## src/rtl/rhm_pkg.sv

```systemverilog
package rhm_pkg;
  localparam int BUS_W   = 32;
  localparam int CLR_POS = 31;

  typedef enum logic {
    SEL_LEN = 1'b0,
    SEL_DLY = 1'b1
  } rhm_sel_e;
endpackage

```

## src/rtl/rhm_sync.sv

```systemverilog
module rhm_sync #(
  parameter int   STAGES  = 2,
  parameter logic RST_VAL = 1'b1
) (
  input  logic clk,
  input  logic rst,
  input  logic async_in,
  output logic sync_out
);
  logic [STAGES-1:0] chain;

  always_ff @(posedge clk) begin
    if (rst) chain <= {STAGES{RST_VAL}};
    else     chain <= {chain[STAGES-2:0], async_in};
  end

  assign sync_out = chain[STAGES-1];
endmodule

```

## src/rtl/rhm_counter.sv

```systemverilog
module rhm_counter #(
  parameter int CNT_W = 29
) (
  input  logic             clk,
  input  logic             rst,
  input  logic             hold,
  input  logic             clr,
  output logic [CNT_W-1:0] count,
  output logic             sat
);
  localparam logic [CNT_W-1:0] CNT_MAX = '1;

  logic [CNT_W-1:0] cnt_q;

  always_ff @(posedge clk) begin
    if (rst || clr)                 cnt_q <= '0;
    else if (hold && !sat)          cnt_q <= cnt_q + 1'b1;
  end

  assign sat   = (cnt_q == CNT_MAX);
  assign count = cnt_q;
endmodule

```

## src/rtl/rhm_thresh.sv

```systemverilog
module rhm_thresh #(
  parameter int CNT_W = 29,
  parameter int DLY_W = 8,
  parameter int TICKS = 25000000
) (
  input  logic             clk,
  input  logic             rst,
  input  logic             hold,
  input  logic             clr,
  input  logic             dly_we,
  input  logic [DLY_W-1:0] dly_wdata,
  input  logic [CNT_W-1:0] count,
  output logic [DLY_W-1:0] dly_q,
  output logic             flag
);
  localparam int TICK_W = $clog2(TICKS + 1);
  localparam int THR_W  = DLY_W + TICK_W;
  localparam int CMP_W  = (CNT_W > THR_W) ? CNT_W : THR_W;

  logic [THR_W-1:0] thr_q;
  logic             thr_en;
  logic             hold_q;
  logic             release_evt;
  logic             reached;

  always_ff @(posedge clk) begin
    if (rst)         dly_q <= '0;
    else if (dly_we) dly_q <= dly_wdata;
  end

  // threshold pipelined one stage behind the delay register
  always_ff @(posedge clk) begin
    if (rst) begin
      thr_q  <= '0;
      thr_en <= 1'b0;
    end else begin
      thr_q  <= THR_W'(dly_q) * THR_W'(TICKS);
      thr_en <= (dly_q != '0);
    end
  end

  always_ff @(posedge clk) begin
    if (rst) hold_q <= 1'b0;
    else     hold_q <= hold;
  end

  assign release_evt = hold_q && !hold;
  assign reached     = CMP_W'(count) >= CMP_W'(thr_q);

  always_ff @(posedge clk) begin
    if (rst || clr)                           flag <= 1'b0;
    else if (release_evt && thr_en && reached) flag <= 1'b1;
  end
endmodule

```

## src/rtl/rst_hold_meter.sv

```systemverilog
module rst_hold_meter
  import rhm_pkg::*;
#(
  parameter int CNT_W   = 29,
  parameter int DLY_W   = 8,
  parameter int TICKS   = 25000000,
  parameter int SYNC_ST = 2
) (
  input  logic             clk,
  input  logic             rst,
  input  logic             btn_rst_n,
  input  logic             bus_sel,
  input  logic             bus_we,
  input  logic [BUS_W-1:0] bus_wdata,
  output logic [BUS_W-1:0] bus_rdata,
  output logic             factory_req
);
  logic             btn_sync;
  logic             btn_held;
  logic             len_clr;
  logic             dly_we;
  logic             cnt_sat;
  logic [CNT_W-1:0] hold_cnt;
  logic [DLY_W-1:0] dly_val;
  rhm_sel_e         sel;

  assign sel = rhm_sel_e'(bus_sel);

  rhm_sync #(.STAGES(SYNC_ST), .RST_VAL(1'b1)) u_sync (
    .clk     (clk),
    .rst     (rst),
    .async_in(btn_rst_n),
    .sync_out(btn_sync)
  );

  assign btn_held = !btn_sync;
  assign len_clr  = bus_we && (sel == SEL_LEN) && bus_wdata[CLR_POS];
  assign dly_we   = bus_we && (sel == SEL_DLY);

  rhm_counter #(.CNT_W(CNT_W)) u_cnt (
    .clk  (clk),
    .rst  (rst),
    .hold (btn_held),
    .clr  (len_clr),
    .count(hold_cnt),
    .sat  (cnt_sat)
  );

  rhm_thresh #(.CNT_W(CNT_W), .DLY_W(DLY_W), .TICKS(TICKS)) u_thr (
    .clk      (clk),
    .rst      (rst),
    .hold     (btn_held),
    .clr      (len_clr),
    .dly_we   (dly_we),
    .dly_wdata(bus_wdata[DLY_W-1:0]),
    .count    (hold_cnt),
    .dly_q    (dly_val),
    .flag     (factory_req)
  );

  always_ff @(posedge clk) begin
    if (rst) bus_rdata <= '0;
    else begin
      unique case (sel)
        SEL_LEN: bus_rdata <= BUS_W'(hold_cnt);
        SEL_DLY: bus_rdata <= BUS_W'(dly_val);
        default: bus_rdata <= '0;
      endcase
    end
  end

  logic unused_sat;
  assign unused_sat = cnt_sat;
endmodule

```

## config.mk

```make
export PLATFORM = sky130hd
export DESIGN_NAME = rst_hold_meter
export DESIGN_NICKNAME = d
export VERILOG_FILES = /design/src/rtl/rhm_pkg.sv /design/src/rtl/rhm_sync.sv /design/src/rtl/rhm_counter.sv /design/src/rtl/rhm_thresh.sv /design/src/rtl/rst_hold_meter.sv
export SDC_FILE = /design/constraint.sdc
export NUM_CORES = 1
export LEC_CHECK = 0
export ABC_AREA = 1
export BUFFER_PORTS_ARGS = -buffer_cell sky130_fd_sc_hd__buf_2
export CAP_MARGIN = 20
export CORE_MARGIN = 8
export CORE_UTILIZATION = 44
export DETAILED_ROUTE_END_ITERATION = 10
export PLACE_DENSITY = 0.72
export SKIP_LAST_GASP = 1
export SLEW_MARGIN = 10
export SYNTH_ARGS = -nofsm -noshare
export SYNTH_HDL_FRONTEND = slang
export SYNTH_SLANG_ARGS = --single-unit
```

## constraint.sdc

```tcl
create_clock -name clk -period 4.9 [get_ports clk]
set_clock_uncertainty 0.15 [all_clocks]
set_input_delay 0.735 -clock clk [delete_from_list [all_inputs] [get_ports clk]]
set_output_delay 0.735 -clock clk [all_outputs]
set_load 0.01 [all_outputs]
```

==> results by stage, run 1 <==
STA:
- The max-slew violation count was 0.
- Adding up every negative setup slack in the final design gives 0 ns.
- The total count of hold-check failures in the final report is 0.
- For the pin with the worst max-slew slack, the measured transition is ~1.1 ns.
- The worst max-slew margin expressed relative to the limit is between 20% and 30%.
- The worst path setup slack after routing is about 0.45 ns.
- Setup repair after global routing left no endpoint under its margin.
- The achievable clock frequency is ~220 MHz.
- Setup violations remaining at the end of the flow were counted as 0.
- The final critical-path share of the clock period is 90.9%.
- The final critical path time including I/O delays and setup is about 4.5 ns.

Floorplanning:
- The die outline height is approximately 140 um.
- The die span in x is approximately 140 um.
- The number of top-level design ports is 70.
- The region available for standard cell placement spans about 0.016 sq mm.
- The initial utilization of the core area, before any placement, comes to between 40% and 50%.
- The floorplan has 46 rows.
- The full die area is roughly 0.02 sq mm.

Synthesis:
- Summed over all instances, the cell type with the most area after synthesis is sky130_fd_sc_hd__dfxtp_1.
- In this run, synthesis produced a sequential element count of between 90 and 100.
- The total number of yosys warnings is 0.
- Of the post-synthesis cell area, the dominant cell type holds ~28%.
- The mapped netlist covers between 0.006 and 0.007 sq mm.
- The share of the Yosys chip area taken by registers is 28.1%.
- In this run, distinct cell masters in the synthesized netlist total 38.
- Counting every instance in the synthesized netlist gives ~950.
- The mean area per synthesized cell is about 7.4 sq um.
- Sorting the synthesized cells by area gives the leading types as sky130_fd_sc_hd__dfxtp_1 (28%), sky130_fd_sc_hd__ha_1 (14%), sky130_fd_sc_hd__fa_1 (12%).

Worst setup path:
- The launch instance of the worst register-to-register path is u_thr.dly_q[2].
- Among the stages of the critical path, the cell type that occurs most often is sky130_fd_sc_hd__fa_1.
- The maximum fanout along the worst path is 6.
- The sort of element at the start of the critical path is a flop.
- At the worst endpoint, the arrival time is 4.55 ns.
- The worst register-to-register path ends at u_thr.thr_q[27].
- The critical path starts at u_thr.dly_q[2].
- For the worst flop-to-flop path, the logic depth is 15.
- The critical path is of the reg2reg type.
- In this design, the stage delay of the slowest critical-path cell is about 0.74 ns.
- The critical path required time is roughly 5 ns.
- Traced cell by cell, the critical path runs through fa_1 > fa_1 > fa_1 > inv_1 > fa_1 > inv_1 > ha_1 > a21oi_1 > a21boi_0 > o21ai_0 > buf_4 > nand2_1 > nand3_1 > nand2_1 > nor2_1.
- STA classifies the critical path endpoint as a flop.
- On the critical path, the stage with the largest delay is an instance of sky130_fd_sc_hd__fa_1.
- The register-to-register setup slack is 0.45 ns.
- The destination of the critical timing path is u_thr.thr_q[27].

Layout:
- The number of nets in the final layout is approximately 1100.
- Cells with a size suffix above 1 make up 8.25% of the layout.
- The top cell types in the final layout, fill and taps aside, are sky130_fd_sc_hd__inv_1 (204), sky130_fd_sc_hd__nand2_1 (173), sky130_fd_sc_hd__nor2_1 (98), sky130_fd_sc_hd__dfxtp_1 (98), sky130_fd_sc_hd__a21oi_1 (83).
- The antenna diode count is 0.
- After the flow finishes, the layout carries non-filler instances totaling 1210.
- Fill cells in the final layout number ~1600.
- Compared with the post-synthesis result, the final layout area differs by 10.5%.
- The share of the core filled with cells in the final layout is 49.0%.
- The post-layout instance area is slightly below 0.008 sq mm.
- Leaving out fill and tap cells, the most frequent cell in the layout is sky130_fd_sc_hd__inv_1.

Pwr:
- Across the VDD grid, the largest voltage drop is roughly 0.21 mV.
- In this run the power density over the cells is 342 mW/mm^2.
- The leakage component of the power is 3.78 nW.

Global route:
- The number of global-route vias before repair is 5776.
- The layer with the highest usage is met2.
- Global routing used between 20% and 30% of the available met2 tracks.
- The initial antenna violation count is 0.
- Entering global routing, the biggest net connects 25 pins.
- In the global route stage, met3 resource usage came out at 3.09%.
- The first-pass GRT wire length is ~27000 um.
- The overall global routing resource usage is between 10% and 20%.
- The fraction of met1 tracks used by global routing is between 20% and 30%.
- After global routing the overflow that remains totals 0.

Drt:
- The number of detailed-routing iterations run before antenna repair is 5.
- The post-route DRC violation count is 0.
- For this block, the via count after detailed routing is roughly 6000.
- The residual antenna-violating net count after detailed routing is 0.
- After detailed routing, the total wire length is roughly 16000 um.
- The number of DRC markers after the initial detailed-route iteration is around 370.
- After detailed routing, the average wire length per cell comes to ~13 um.
- In the routed layout, each cell is associated on average with a via count of around 4.8.

CTS:
- Post-CTS repair changed the size of 0 cells.
- The number of hold buffers added after cts is 0.
- In this run the post-CTS setup repair buffer count came out at 0.
- The clock insertion delay at the later pin of the skew report is roughly 0.36 ns.
- TritonCTS created 9 clock buffers.
- The post-CTS clock slew at the launch and capture registers of the worst setup and hold paths is around 0.070 ns.
- The longest clock path from root to sink contains 2 buffers.
- In this run the clock root is driven by a sky130_fd_sc_hd__clkbuf_16.
- The sink count of the clock tree is just under 100.
- TritonCTS built the clock tree.
- The H-tree generated during clock tree synthesis spans 3 levels.

Placement:
- The total placed cells including tap cells is 1194.
- The wire-length estimate of the detail-placed layout is 12500 um.
- The setup slack at placement is between 0.4 and 0.5 ns.
- The final estimated routing congestion in global placement is roughly 0.85.
- Input and output buffers added on the ports amount to 43.
- The post-place instance area is about 0.0074 sq mm.

Hold path:
- In this run the worst hold path is classified as reg2reg.
- The startpoint of the tightest hold check path is u_sync.chain[0].

Outcome:
- The flow ran to the end, and the final reports show no timing, DRC or antenna violations.

Flow run:
- The max-capacitance violation count is 0.
==> final cells by class <==
type | count | area (sq um) | area share (%)
tap | 216 | 270 | 3.51
timing repair buffer | 51 | 275 | 3.57
multi-input combinational | 625 | 4150 | 53.9
clock inverter | 6 | 51.3 | 0.666
sequential | 98 | 1960 | 25.5
clock buffer | 10 | 229 | 2.97
inverter | 204 | 766 | 9.94
==> flip-flops by register name, summed over array words and instances (netlist names) <==
signal	cells
bus_rdata	29
u_thr.flag	1
u_thr.dly_q	8
u_cnt.count	29
u_thr.thr_en	1
u_thr.thr_q	27
u_sync.chain	2
u_thr.hold_q	1
==> routing by layer <==
metal	vias to the layer above	share of wire, %
met3	26	4.2
met1	2682	45
li1	3022	-
met5	-	0
met2	112	48
met4	0	2.3
==> logic make-up (layout without fill, tap and decap cells) <==
kind of cell | Yosys count | in the layout | synth area share [%]
AND/OR/NAND/NOR | 355 | 355 | 21.7
buffers and inverters | 224 | 271 | 12.6
AO/OA/AOI/OAI | 136 | 136 | 10.3
adder cells (fa/ha/maj) | 118 | 118 | 25.6
flip-flops | 98 | 98 | 28.1
XOR/XNOR | 13 | 13 | 1.63
other | 1 | 3 | 0.0538
==> Yosys cell counts, drive strengths merged <==
| library cell | number |
|---|---|
| nand4 | 11 |
| a21oi | 84 |
| nor4 | 2 |
| nor3 | 12 |
| nor2 | 104 |
| a31oi | 1 |
| o21ai | 40 |
| a21o | 4 |
| nand3b | 1 |
| o31ai | 2 |
| o21bai | 1 |
| xor2 | 13 |
| and2 | 2 |
| a21boi | 3 |
| fa | 41 |
| a41oi | 1 |
| conb | 1 |
| inv | 204 |
| buf | 8 |
| clkbuf | 12 |
| nand3 | 38 |
| nor2b | 1 |
| dfxtp | 98 |
| or2 | 3 |
| nor3b | 3 |
| ha | 77 |
| nand2 | 177 |
| and3 | 1 |
==> critical path, delay by kind of cell (launching register included) <==
kind	cells	cell delay (ns)
adder cells (fa/ha/maj)	5	2.70
flip-flops	1	0.40
AND/OR/NAND/NOR	4	0.27
AO/OA/AOI/OAI	3	0.57
buffers and inverters	3	0.26
==> how the worst min path moves through the flow <==
stage,end,slack [ns],cells past startpoint
after floorplan,u_sync.chain[1],0.24,1
after global placement,u_sync.chain[1],0.24,1
after detailed placement,u_sync.chain[1],0.25,1
after CTS,u_sync.chain[1],0.26,1
after global routing,u_sync.chain[1],0.28,1
final,u_sync.chain[1],0.26,1
==> per-stage QoR <==
| stage | hold WS, ns | power [mW] |
|---|---|---|
| floorplan | 0.239 | 1.71 |
| global placement | 0.243 | 1.96 |
| detailed placement | 0.248 | 1.98 |
| CTS | 0.264 | 2.65 |
| global route | 0.277 | 2.88 |
| finish | 0.259 | 2.63 |
==> report_power, final <==
group	total [mW]	internal, mW	switching (mW)
Clock	0.672	0.350	0.321
Combinational	1.07	0.383	0.692
Sequential	0.886	0.865	0.0213
Total	2.63	1.60	1.03
No activity file was read; power rests on OpenSTA's default activity.
==> inputs of run 2 (changes only) <==
==> constraint.sdc (replaced) <==
create_clock -name clk -period 4.85 [get_ports clk]
set_clock_uncertainty 0.15 [all_clocks]
set_input_delay 0.7275 -clock clk [delete_from_list [all_inputs] [get_ports clk]]
set_output_delay 0.7275 -clock clk [all_outputs]
set_load 0.01 [all_outputs]
==> run 2 against run 1 <==
  * Final cell count unchanged
  * Sequential cell count unchanged
  * Hold slack lost 0.0020 ns
  * Core utilization barely moved
  * Power about the same
  * Sequential share of layout area hardly changed
==> results by stage, run 2 (synthesis results as in run 1) <==
Floorplanning:
- The number of standard-cell rows in the floorplan is 46 (unchanged).
- The die outline height is 142 um (unchanged).
- The full die area is 0.0201 sq mm (unchanged).
- The die span in x is 142 um (unchanged).
- The core outline area came to 0.0157 sq mm (unchanged).
- The starting density of the core is 44.4% (unchanged).
- The number of top-level design ports is 70 (unchanged).

CTS:
- The number of buffers between clock root and the deepest sink is 2 (unchanged).
- The sink count of the clock tree is 98 (unchanged).
- The number of levels the H-tree was split into is 3 (unchanged).
- The cell at the root of the clock tree is sky130_fd_sc_hd__clkbuf_16 (unchanged).
- The CTS tree is yes (unchanged).
- The number of hold buffers added after cts came to 0 (unchanged).
- The number of post-CTS setup repair buffers is 0 (unchanged).
- The TritonCTS buffer count was 9 (unchanged).
- The number of instances resized during post-cts repair is 0 (unchanged).
- The clock insertion delay at the later pin of the skew report is 0.35 ns (was 0.36 ns).
- The post-CTS clock slew at the launch and capture registers of the worst setup and hold paths was 0.07 ns (about the same).

Worst setup path:
- The critical path's most frequent cell is sky130_fd_sc_hd__inv_1 (was sky130_fd_sc_hd__fa_1).
- The buffering stage count on the worst path with inverters included was 5 (was 3).
- The biggest cell delay along the critical path came to 0.62 ns (was 0.74 ns).
- The endpoint kind of the worst setup timing path is a flop (unchanged).
- The cell family contributing the most delay on the critical path is adder cells (unchanged).
- The slowest library cell on the worst path is sky130_fd_sc_hd__fa_1 (unchanged).
- The type of the worst setup path is reg2reg (unchanged).
- The sort of element at the start of the critical path is a flop (unchanged).
- Crit-path cells: fa_1 > inv_1 > fa_1 > inv_1 > fa_1 > inv_1 > fa_1 > inv_1 > ha_1 > nand2_1 > inv_1 > nand3_1 > nand2_1 > a21oi_1 > or2_2 > and2_1 (was fa_1 > fa_1 > fa_1 > inv_1 > fa_1 > inv_1 > ha_1 > a21oi_1 > a21boi_0 > o21ai_0 > buf_4 > nand2_1 > nand3_1 > nand2_1 > nor2_1).
- The worst path arrival time is 4.54 ns (was 4.55 ns).
- The critical path required time is 4.95 ns (was 5.00 ns).
- The maximum fanout along the worst path came to 5 (was 6).

Drt:
- The final routed wire length divided by cell count was 12.7 um (was 12.9 um).
- The wire length reported by the detailed router is 15400 um (was 15600 um).
- The post-route DRC violation count is 0 (unchanged).
- The number of detailed-routing iterations run before antenna repair is 5 (unchanged).
- The number of DRC markers after the initial detailed-route iteration is 358 (was 371).
- The residual antenna-violating net count after detailed routing is 0 (unchanged).
- The total number of vias is 5798 (was 5842).
- The per-cell via count in the routed design is 4.79 (was 4.83).

Layout:
- The post-layout instance count excluding filler cells came to 1210 (unchanged).
- The post-layout instance area is 0.00770 sq mm (about the same).
- The area growth from synthesis to layout was 10.4% (was 10.5%).
- The antenna diode count is 0 (unchanged).
- The share of post-route cells with drive strength above 1 was 8.25% (unchanged).
- Commonest cells after routing, fill and taps aside: sky130_fd_sc_hd__inv_1 (204), sky130_fd_sc_hd__nand2_1 (173), sky130_fd_sc_hd__nor2_1 (98), sky130_fd_sc_hd__dfxtp_1 (98), sky130_fd_sc_hd__a21oi_1 (83) (unchanged).
- The most common library cell in the layout ignoring fill and taps is sky130_fd_sc_hd__inv_1 (unchanged).
- The number of nets in the final layout is 1145 (was 1144).

Pwr:
- The maximum ir drop on the vdd rail is 0.175 mV (was 0.213 mV).
- The leakage component of the power is 3.79 nW (was 3.78 nW).
- The total power density per cell area is 342 mW/mm^2 (about the same).

Flow run:
- The max-capacitance violation count is 0 (unchanged).

Outcome:
- Run status: completed (unchanged).

Placement:
- The final estimated routing congestion in global placement was 0.863 (was 0.851).
- The half-perimeter wire length after placement is 12500 um (about the same).
- The total placed cells including tap cells was 1195 (was 1194).
- The count of buffers inserted at the top-level ports was 43 (unchanged).
- The post-place instance area is 0.00743 sq mm (was 0.00742 sq mm).

STA:
- The worst max-slew margin expressed relative to the limit is 50.2% (was 26.7%).
- RSZ-0062 raised after global routing: no (unchanged).
- The total of endpoints with negative setup slack in the final report is 0 (unchanged).
- The max-slew violation count is 0 (unchanged).
- The total count of hold-check failures in the final report is 0 (unchanged).
- The transition at the pin with the smallest max-transition slack is 0.745 ns (was 1.10 ns).
- The achievable clock frequency came to 225 MHz (was 224 MHz).
- The final critical-path share of the clock period is 91.7% (was 90.9%).
- The final critical path time including I/O delays and setup is 4.45 ns (about the same).
- The final setup TNS is 0 ns (unchanged).

Global route:
- The first-pass GRT wire length came to 26400 um (was 27000 um).
- The number of global-route vias before repair is 5776 (unchanged).
- The overall global routing resource usage is 16.4% (was 16.7%).
- The remaining global-route overflow came to 0 (unchanged).
- The pin count of the biggest net entering global routing came to 25 (unchanged).
- The initial antenna violation count is 0 (unchanged).

Hold path:
- The worst min-delay path category is reg2reg (unchanged).
run 2: cell count changes in the layout (fill, tap and decap cells not counted):
cell / previous run / this run
sky130_fd_sc_hd__clkinvlp_4: 3 / 0
sky130_fd_sc_hd__clkinv_2: 0 / 2
sky130_fd_sc_hd__buf_4: 8 / 9
sky130_fd_sc_hd__clkbuf_8: 0 / 1
sky130_fd_sc_hd__inv_8: 1 / 0
run 2: metal layers:
metal	global-route usage [%]	part of all wire (%)	wire length, um	up-vias
li1	-	-	-	3024
met1	19.7	45	6940	2649
met2	28.3	48	7410	98
met3	3.43	4.7	732	27
met4	5.88	2.1	329	0
met5	0	0	0	-
run 2: power by group:
group	internal, mW	total, mW	switching (mW)
registers	0.874	0.895	0.0210
clock network	0.360	0.659	0.300
logic	0.385	1.08	0.692
total	1.62	2.63	1.01
run 2: worst register-to-register path, delay by kind of cell (launching register included):
| family | cells | cell delay [ns] |
|---|---|---|
| AO/OA/AOI/OAI | 1 | 0.11 |
| adder cells (fa/ha/maj) | 5 | 2.58 |
| buffers and inverters | 5 | 0.38 |
| flip-flops | 1 | 0.39 |
| AND/OR/NAND/NOR | 5 | 0.72 |
run 2: cell type report:
class                   instances  area [sq um]
clock buffers                  11           243
clock inverters                 4          27.5
fillers                      1520          8010
inverters                     204           766
multi-input cells             625          4150
flip-flops and latches         98          1960
well taps                     216           270
repair buffers                 52           283
run 2: worst paths after layout:
check                                      from  cells after the start  slack, ns         endpoint
worst min register to register  u_sync.chain[0]                      1       0.26  u_sync.chain[1]
worst min-delay path            u_sync.chain[0]                      1       0.26  u_sync.chain[1]
worst max-delay path             u_thr.dly_q[7]                     16       0.40  u_thr.thr_q[25]
worst max register to register   u_thr.dly_q[7]                     16       0.40  u_thr.thr_q[25]
run 2: metrics by stage:
| stage | util (%) | total power [mW] | hold WS (ns) | setup WS (ns) |
|---|---|---|---|---|
| after global routing | 49.0 | 2.87 | 0.275 | 0.136 |
| after CTS | 49.0 | 2.65 | 0.258 | 0.426 |
| final | 49.0 | 2.63 | 0.257 | 0.403 |
| after floorplan | - | 1.73 | 0.239 | 0.664 |
| after global placement | 47.3 | 1.97 | 0.243 | 0.480 |
| after detailed placement | 47.3 | 1.99 | 0.243 | 0.436 |
